===== src/rtl/uart_rxf_pkg.sv =====
package uart_rxf_pkg;

    typedef enum logic {
        MODE_HOLD = 1'b0,
        MODE_FIFO = 1'b1
    } rx_mode_e;

    typedef enum logic {
        TMR_IDLE = 1'b0,
        TMR_RUN  = 1'b1
    } tmr_state_e;

    // Bits per frame: start + data + optional parity + stop bits.
    function automatic logic [3:0] frame_bits(input logic [3:0] fmt);
        logic [3:0] n;
        n = 4'd6 + {2'b00, fmt[1:0]};
        n = n + {3'b000, fmt[3]};
        n = n + (fmt[2] ? 4'd2 : 4'd1);
        return n;
    endfunction

    // Trigger level in bytes for a 2-bit select code.
    function automatic logic [4:0] trig_level(input logic [1:0] sel);
        logic [4:0] lvl;
        unique case (sel)
            2'd0: lvl = 5'd1;
            2'd1: lvl = 5'd4;
            2'd2: lvl = 5'd8;
            2'd3: lvl = 5'd14;
        endcase
        return lvl;
    endfunction

endpackage


===== src/rtl/uart_rxf_store.sv =====
module uart_rxf_store #(
    parameter int DEPTH = 16,
    parameter int WIDTH = 8,
    localparam int AW = (DEPTH > 1) ? $clog2(DEPTH) : 1,
    localparam int CW = $clog2(DEPTH + 1)
) (
    input  logic             clk,
    input  logic             rst_n,
    input  logic             flush,
    input  logic             push,
    input  logic             pop,
    input  logic [WIDTH-1:0] din,
    output logic [WIDTH-1:0] dout,
    output logic [CW-1:0]    count,
    output logic             full,
    output logic             empty
);

    logic [WIDTH-1:0] slot [DEPTH];
    logic [AW-1:0]    wr_ptr;
    logic [AW-1:0]    rd_ptr;

    function automatic logic [AW-1:0] bump(input logic [AW-1:0] p);
        return (p == AW'(DEPTH - 1)) ? '0 : p + AW'(1);
    endfunction

    always_ff @(posedge clk or negedge rst_n) begin
        if (!rst_n) begin
            wr_ptr <= '0;
            rd_ptr <= '0;
            count  <= '0;
        end else if (flush) begin
            wr_ptr <= '0;
            rd_ptr <= '0;
            count  <= '0;
        end else begin
            if (push) wr_ptr <= bump(wr_ptr);
            if (pop)  rd_ptr <= bump(rd_ptr);
            unique case ({push, pop})
                2'b10:   count <= count + CW'(1);
                2'b01:   count <= count - CW'(1);
                default: count <= count;
            endcase
        end
    end

    always_ff @(posedge clk) begin
        if (push && !flush) slot[wr_ptr] <= din;
    end

    assign dout  = slot[rd_ptr];
    assign full  = (count == CW'(DEPTH));
    assign empty = (count == '0);

endmodule


===== src/rtl/uart_rxf_timer.sv =====
module uart_rxf_timer
    import uart_rxf_pkg::*;
#(
    parameter int CHARS   = 4,
    parameter int MAXBITS = 12,
    localparam int LW = $clog2(CHARS * MAXBITS + 1)
) (
    input  logic       clk,
    input  logic       rst_n,
    input  logic       restart,
    input  logic       cancel,
    input  logic       tick,
    input  logic [3:0] frame_len,
    output logic       fire
);

    tmr_state_e    state_q, state_d;
    logic [LW-1:0] cnt_q, cnt_d;
    logic [LW-1:0] limit;
    logic          last_tick;

    assign limit     = LW'(CHARS) * LW'(frame_len);
    assign last_tick = tick && (cnt_q == limit - LW'(1));

    // State register.
    always_ff @(posedge clk or negedge rst_n) begin
        if (!rst_n) begin
            state_q <= TMR_IDLE;
            cnt_q   <= '0;
        end else begin
            state_q <= state_d;
            cnt_q   <= cnt_d;
        end
    end

    // Next state.
    always_comb begin
        state_d = state_q;
        cnt_d   = cnt_q;
        if (cancel) begin
            state_d = TMR_IDLE;
            cnt_d   = '0;
        end else if (restart) begin
            state_d = TMR_RUN;
            cnt_d   = '0;
        end else begin
            unique case (state_q)
                TMR_IDLE: begin
                    cnt_d = '0;
                end
                TMR_RUN: begin
                    if (last_tick) begin
                        state_d = TMR_IDLE;
                        cnt_d   = '0;
                    end else if (tick) begin
                        cnt_d = cnt_q + LW'(1);
                    end
                end
            endcase
        end
    end

    // Output.
    always_comb begin
        fire = 1'b0;
        unique case (state_q)
            TMR_IDLE: fire = 1'b0;
            TMR_RUN:  fire = last_tick && !cancel && !restart;
        endcase
    end

endmodule


===== src/rtl/uart_rx_fifo_ctrl.sv =====
module uart_rx_fifo_ctrl
    import uart_rxf_pkg::*;
#(
    parameter int DEPTH   = 16,
    parameter int CHARS   = 4,
    localparam int CW     = $clog2(DEPTH + 1)
) (
    input  logic          clk,
    input  logic          rst_n,
    input  logic          bit_tick,
    input  logic [3:0]    lcr_fmt,
    input  logic          rx_valid,
    input  logic [7:0]    rx_data,
    input  logic          rx_break,
    input  logic          data_rd,
    output logic [7:0]    rd_data,
    input  logic          lsr_rd,
    input  logic          fcr_wr,
    input  logic          fcr_fifo_en,
    input  logic          fcr_rx_clr,
    input  logic [1:0]    fcr_trig,
    output logic          lsr_dr,
    output logic          lsr_oe,
    output logic          lsr_bi,
    output logic          timeout_pend,
    output logic          trig_hit,
    output logic          fifo_en,
    output logic [CW-1:0] rx_count
);

    rx_mode_e   mode_q, mode_d;
    logic       in_fifo;
    logic       en_flip, rx_flush, arrive;
    logic [7:0] arr_byte;
    logic       st_push, st_pop, st_drop, st_full, st_empty;
    logic [7:0] st_dout;
    logic [CW-1:0] st_count;
    logic       fifo_empties, hold_ovr, rd_clears;
    logic       tmr_restart, tmr_cancel, tmr_fire;
    logic       dr_q, oe_q, bi_q, pend_q;
    logic [7:0] hold_q;
    logic [1:0] trig_sel_q;

    assign in_fifo  = (mode_q == MODE_FIFO);
    assign en_flip  = fcr_wr && (fcr_fifo_en != in_fifo);
    assign rx_flush = fcr_wr && (fcr_rx_clr || en_flip);
    assign arrive   = (rx_valid || rx_break) && !rx_flush;
    assign arr_byte = rx_break ? 8'h00 : rx_data;

    assign st_pop   = in_fifo && data_rd && !st_empty && !rx_flush;
    assign st_push  = in_fifo && arrive && (!st_full || st_pop);
    assign st_drop  = in_fifo && arrive && st_full && !st_pop;
    assign fifo_empties = st_pop && (st_count == CW'(1)) && !st_push;
    assign hold_ovr = !in_fifo && arrive && dr_q && !data_rd;
    assign rd_clears = in_fifo ? fifo_empties : data_rd;

    assign tmr_restart = in_fifo && !rx_flush &&
                         (arrive || (data_rd && st_count > CW'(1)));
    assign tmr_cancel  = rx_flush || !in_fifo;

    uart_rxf_store #(.DEPTH(DEPTH), .WIDTH(8)) u_store (
        .clk   (clk),
        .rst_n (rst_n),
        .flush (rx_flush),
        .push  (st_push),
        .pop   (st_pop),
        .din   (arr_byte),
        .dout  (st_dout),
        .count (st_count),
        .full  (st_full),
        .empty (st_empty)
    );

    uart_rxf_timer #(.CHARS(CHARS), .MAXBITS(12)) u_timer (
        .clk       (clk),
        .rst_n     (rst_n),
        .restart   (tmr_restart),
        .cancel    (tmr_cancel),
        .tick      (bit_tick),
        .frame_len (frame_bits(lcr_fmt)),
        .fire      (tmr_fire)
    );

    // Mode state register.
    always_ff @(posedge clk or negedge rst_n) begin
        if (!rst_n) mode_q <= MODE_HOLD;
        else        mode_q <= mode_d;
    end

    // Mode next state.
    always_comb begin
        mode_d = mode_q;
        unique case (mode_q)
            MODE_HOLD: if (fcr_wr && fcr_fifo_en)  mode_d = MODE_FIFO;
            MODE_FIFO: if (fcr_wr && !fcr_fifo_en) mode_d = MODE_HOLD;
        endcase
    end

    // Line status, holding register, trigger select, timeout flag.
    always_ff @(posedge clk or negedge rst_n) begin
        if (!rst_n) begin
            dr_q       <= 1'b0;
            oe_q       <= 1'b0;
            bi_q       <= 1'b0;
            pend_q     <= 1'b0;
            hold_q     <= 8'h00;
            trig_sel_q <= 2'd0;
        end else begin
            if (fcr_wr) trig_sel_q <= fcr_trig;
            if (!in_fifo && arrive) hold_q <= arr_byte;

            if (rx_flush)       dr_q <= 1'b0;
            else if (arrive)    dr_q <= 1'b1;
            else if (rd_clears) dr_q <= 1'b0;

            if (rx_flush)                  bi_q <= 1'b0;
            else if (rx_break)             bi_q <= 1'b1;
            else if (lsr_rd || rd_clears)  bi_q <= 1'b0;

            if (st_drop || hold_ovr) oe_q <= 1'b1;
            else if (lsr_rd)         oe_q <= 1'b0;

            if (rx_flush || data_rd || !in_fifo)   pend_q <= 1'b0;
            else if (tmr_fire && !st_empty)        pend_q <= 1'b1;
        end
    end

    // Outputs.
    always_comb begin
        unique case (mode_q)
            MODE_HOLD: begin
                rd_data  = hold_q;
                trig_hit = dr_q;
            end
            MODE_FIFO: begin
                rd_data  = st_empty ? 8'h00 : st_dout;
                trig_hit = (st_count >= CW'(trig_level(trig_sel_q)));
            end
        endcase
    end

    assign lsr_dr       = dr_q;
    assign lsr_oe       = oe_q;
    assign lsr_bi       = bi_q;
    assign timeout_pend = pend_q;
    assign fifo_en      = in_fifo;
    assign rx_count     = st_count;

endmodule


===== config.mk =====
export PLATFORM = sky130hd
export DESIGN_NAME = uart_rx_fifo_ctrl
export DESIGN_NICKNAME = d
export VERILOG_FILES = /design/src/rtl/uart_rxf_pkg.sv /design/src/rtl/uart_rxf_store.sv /design/src/rtl/uart_rxf_timer.sv /design/src/rtl/uart_rx_fifo_ctrl.sv
export SDC_FILE = /design/constraint.sdc
export NUM_CORES = 1
export LEC_CHECK = 0
export ABC_AREA = 1
export BUFFER_PORTS_ARGS = -buffer_cell sky130_fd_sc_hd__clkbuf_2
export CAP_MARGIN = 30
export CORE_MARGIN = 2
export CORE_UTILIZATION = 42
export DETAILED_ROUTE_END_ITERATION = 10
export GPL_TIMING_DRIVEN = 0
export SYNTH_ARGS = -nofsm -noshare
export SYNTH_HDL_FRONTEND = slang
export SYNTH_SLANG_ARGS = --single-unit

===== constraint.sdc =====
create_clock -name clk -period 2.6 [get_ports clk]
set_clock_uncertainty 0.2 [all_clocks]
set_input_delay 0.52 -clock clk [delete_from_list [all_inputs] [get_ports clk]]
set_output_delay 0.52 -clock clk [all_outputs]
set_load 0.03 [all_outputs]

==> run summary <==
Worst slew pin tran: 1.05 ns
Vias in the first global route: 5,526
I/O pin total: 43
Routability cong.: 0.895
Area leader, netlist: edfxtp_1
Layout cells sized above 1: 0.295
Iteration-0 DRC Markers: 382
Fmax: 348 MHz
Netlist Area Pre-Place: 7460 µm²
Average wire per standard cell: 18.8 µm
Slew HR: 0.299
Crit path arrival time: 2.15 ns
Sequential fraction of the synthesis area: 0.632
Fillers: 1,482
RSZ-0062 raised after global routing: true
Crit Path Max Fanout: 7
Min Tclk post-route: 2.87 ns
Drt first pass iters: 5
Routed vias/inst: 5.33
# nets final: 866
First-pass GRT wire length: 30,400 µm
Ant diodes: 0
Die Width: 137 µm
Placed Cells: 1,004
Crit path required time: 1.88 ns
Async SR Flop Fraction: 0.215
Port bufs: 40
Synthesized flop and latch total: 163
Total gr overflow: 0
Fin Hold WS: 0.0185 ns
Largest net degree at the start of global routing: 36
Top cell type's share of synthesized area: 0.515
Area of the core: 17,400 µm²
Via count of the routed design: 5,656
Synth cell count leaders: nand2_1, edfxtp_1, nor2_1, o21ai_0, inv_1
Initial antenna violation count: 0
DP HPWL: 13,500 µm
Die H: 137 µm
Failing checks: negative setup slack
Yosys warnings: 0
Layout Cells excl Fill: 1,062
Clock latency on the worst-skew pair: 0.43 ns
Post-Syn Nets: 777
P per Cell Area: 826 nW/µm²
CTS tree: done
Pleak: 3.82 nW
CTS Buffer Depth: 2
Worst setup slack after layout: -0.273 ns
Peak supply drop: 0.000587 V
Max-cap violations: 0
Die area: 18,800 µm²
Num Clock Sinks: 163
Final setup violation count: 9
Total track usage: 0.221
Crit Path Category: reg -> out
CP endpoint kind: output pin
Synth Flop Type: edfxtp_1
CTS Buf Count: 17
DRT Wirelength: 20,000 µm
# rows: 48
Outcome: complete, but fails checks
Number of flops mapped to enable cells by yosys: 128
Syn avg cell area: 10.2 µm²
Routed Antenna Nets: 0
Final count of hold timing violations: 0
Synth Instances: 735
P&R area growth vs syn: 28.9%
Hold Crit Class: in -> async
Initial Util: 0.430
Reg clk slew, reported paths: 0.07 ns
Setup crit start kind: register
H-tree depth: 4
Largest cells by area after synthesis: edfxtp_1, dfrtp_1, nand2_1
Clock root buffer: clkbuf_16
Max-slew violations: 0
Most frequent cell after synthesis: nand2_1
Final period util: 1.10
Setup_tns: -1.93 ns
Number of library cell types mapped by synthesis: 32
DRC viols: 0
==> per-layer routing <==
layer,wire length (µm),part of all wire,track usage,vias to the layer above
li1,-,-,-,2680
met1,8950,0.45,0.309,2766
met2,9510,0.48,0.347,181
met3,1220,0.061,0.0511,29
met4,333,0.017,0.0624,0
met5,0,0,0,-
==> power by group <==
group	internal, mW	leakage (nW)	switching (mW)
combinational	1.02	1.92	1.50
clock	1.34	0.271	1.03
sequential	2.94	1.63	0.119
==> per-stage QoR <==
stage | util | area [µm²] | power, mW | setup slack [ns]
after floorplan | - | 7460 | 4.24 | 0.0166
after global placement | 0.458 | 7940 | 4.80 | -0.486
after detailed placement | 0.461 | 8000 | 4.85 | -0.543
after CTS | 0.541 | 9400 | 7.83 | -0.237
after global routing | 0.554 | 9620 | 8.29 | -0.339
final | 0.554 | 9620 | 7.95 | -0.273
==> worst paths after layout <==
path                              startpoint                 end  slack (ns)  cells after the start
setup reg to reg            u_store.count[0]  u_store.slot[6][4]        0.12                     11
max in group asynchronous              rst_n   u_store.rd_ptr[2]        1.54                      1
min in group clk                     data_rd        timeout_pend        0.11                      2
setup / recovery           u_store.rd_ptr[0]          rd_data[2]       -0.27                      9
hold reg to reg                 timeout_pend        timeout_pend        0.34                      2
hold / removal                         rst_n           hold_q[0]        0.02                      1
==> flip-flops by register name (all words and copies together), names as in the netlist, named ones only <==
signal	count
hold_q	8
lsr_bi	1
lsr_dr	1
lsr_oe	1
timeout_pend	1
trig_sel_q	2
u_store.count	5
u_store.rd_ptr	4
u_store.slot	128
u_store.wr_ptr	4
u_timer.cnt_q	6
u_timer.state_q	1
==> kinds of logic (layout without fill, tap and decap cells) <==
logic type / after synthesis / count (layout) / share of synthesized area
simple gates: 310 / 310 / 0.169
flops: 163 / 163 / 0.632
compound gates: 139 / 139 / 0.104
buf+inv: 92 / 194 / 0.0480
fa+ha+maj: 18 / 18 / 0.0312
xor+xnor: 13 / 13 / 0.0153
==> worst max-delay path, stage by stage (launching register included) <==
cell       delay, ns
dfrtp_2         0.47
clkbuf_16       0.22
clkbuf_16       0.15
o21ai_0         0.08
o22ai_1         0.20
nand2_1         0.11
nand2_1         0.13
nand3_2         0.09
o21ai_2         0.08
clkbuf_8        0.18
==> cell usage in the layout (no fill, tap or decap), types with 3 or more instances in the layout <==
cell        count
nand2_1       149
edfxtp_1      128
nor2_1         64
inv_1          57
o21ai_0        43
dfrtp_1        31
clkbuf_2       31
nand3_1        30
clkbuf_16      24
o21ai_1        20
buf_4          19
nor2_2         16
o21ai_2        16
nor2_4         16
ha_1           16
nand2_2        15
a21boi_2       13
a21oi_2        12
buf_6          11
nand3_2        10
clkbuf_8        9
o22ai_1         9
a21oi_1         9
o22ai_2         9
xor2_1          8
clkinv_2        6
buf_12          6
buf_8           5
xnor2_1         5
inv_2           4
dfrtp_2         4
buf_2           3
clkinvlp_4      3
clkbuf_4        3
clkbuf_1        3
a21boi_1        3
nor3_1          3
nand4_1         3
==> final cells by class <==
class,instances,area (µm²),share of cell area
Multi-Input combinational cell,480,2830,0.294
Inverter,66,258,0.0268
Sequential cell,163,4720,0.491
Buffer,25,332,0.0345
Timing Repair Buffer,71,643,0.0668
Clock buffer,19,443,0.0460
Tap cell,225,282,0.0293
Clock inverter,13,109,0.0113
==> what timing repair did <==
| item | 4_1_cts | 5_1_grt |
|---|---|---|
| gates cloned | 5 | 0 |
| buffers inserted | 16 | 6 |
| hold buffers | 0 | 0 |
| pin swaps | 55 | 42 |
| endpoints found under the setup margin | 137 | 129 |
| resized for setup | 204 | 58 |
No activity file was read; power rests on OpenSTA's default activity.
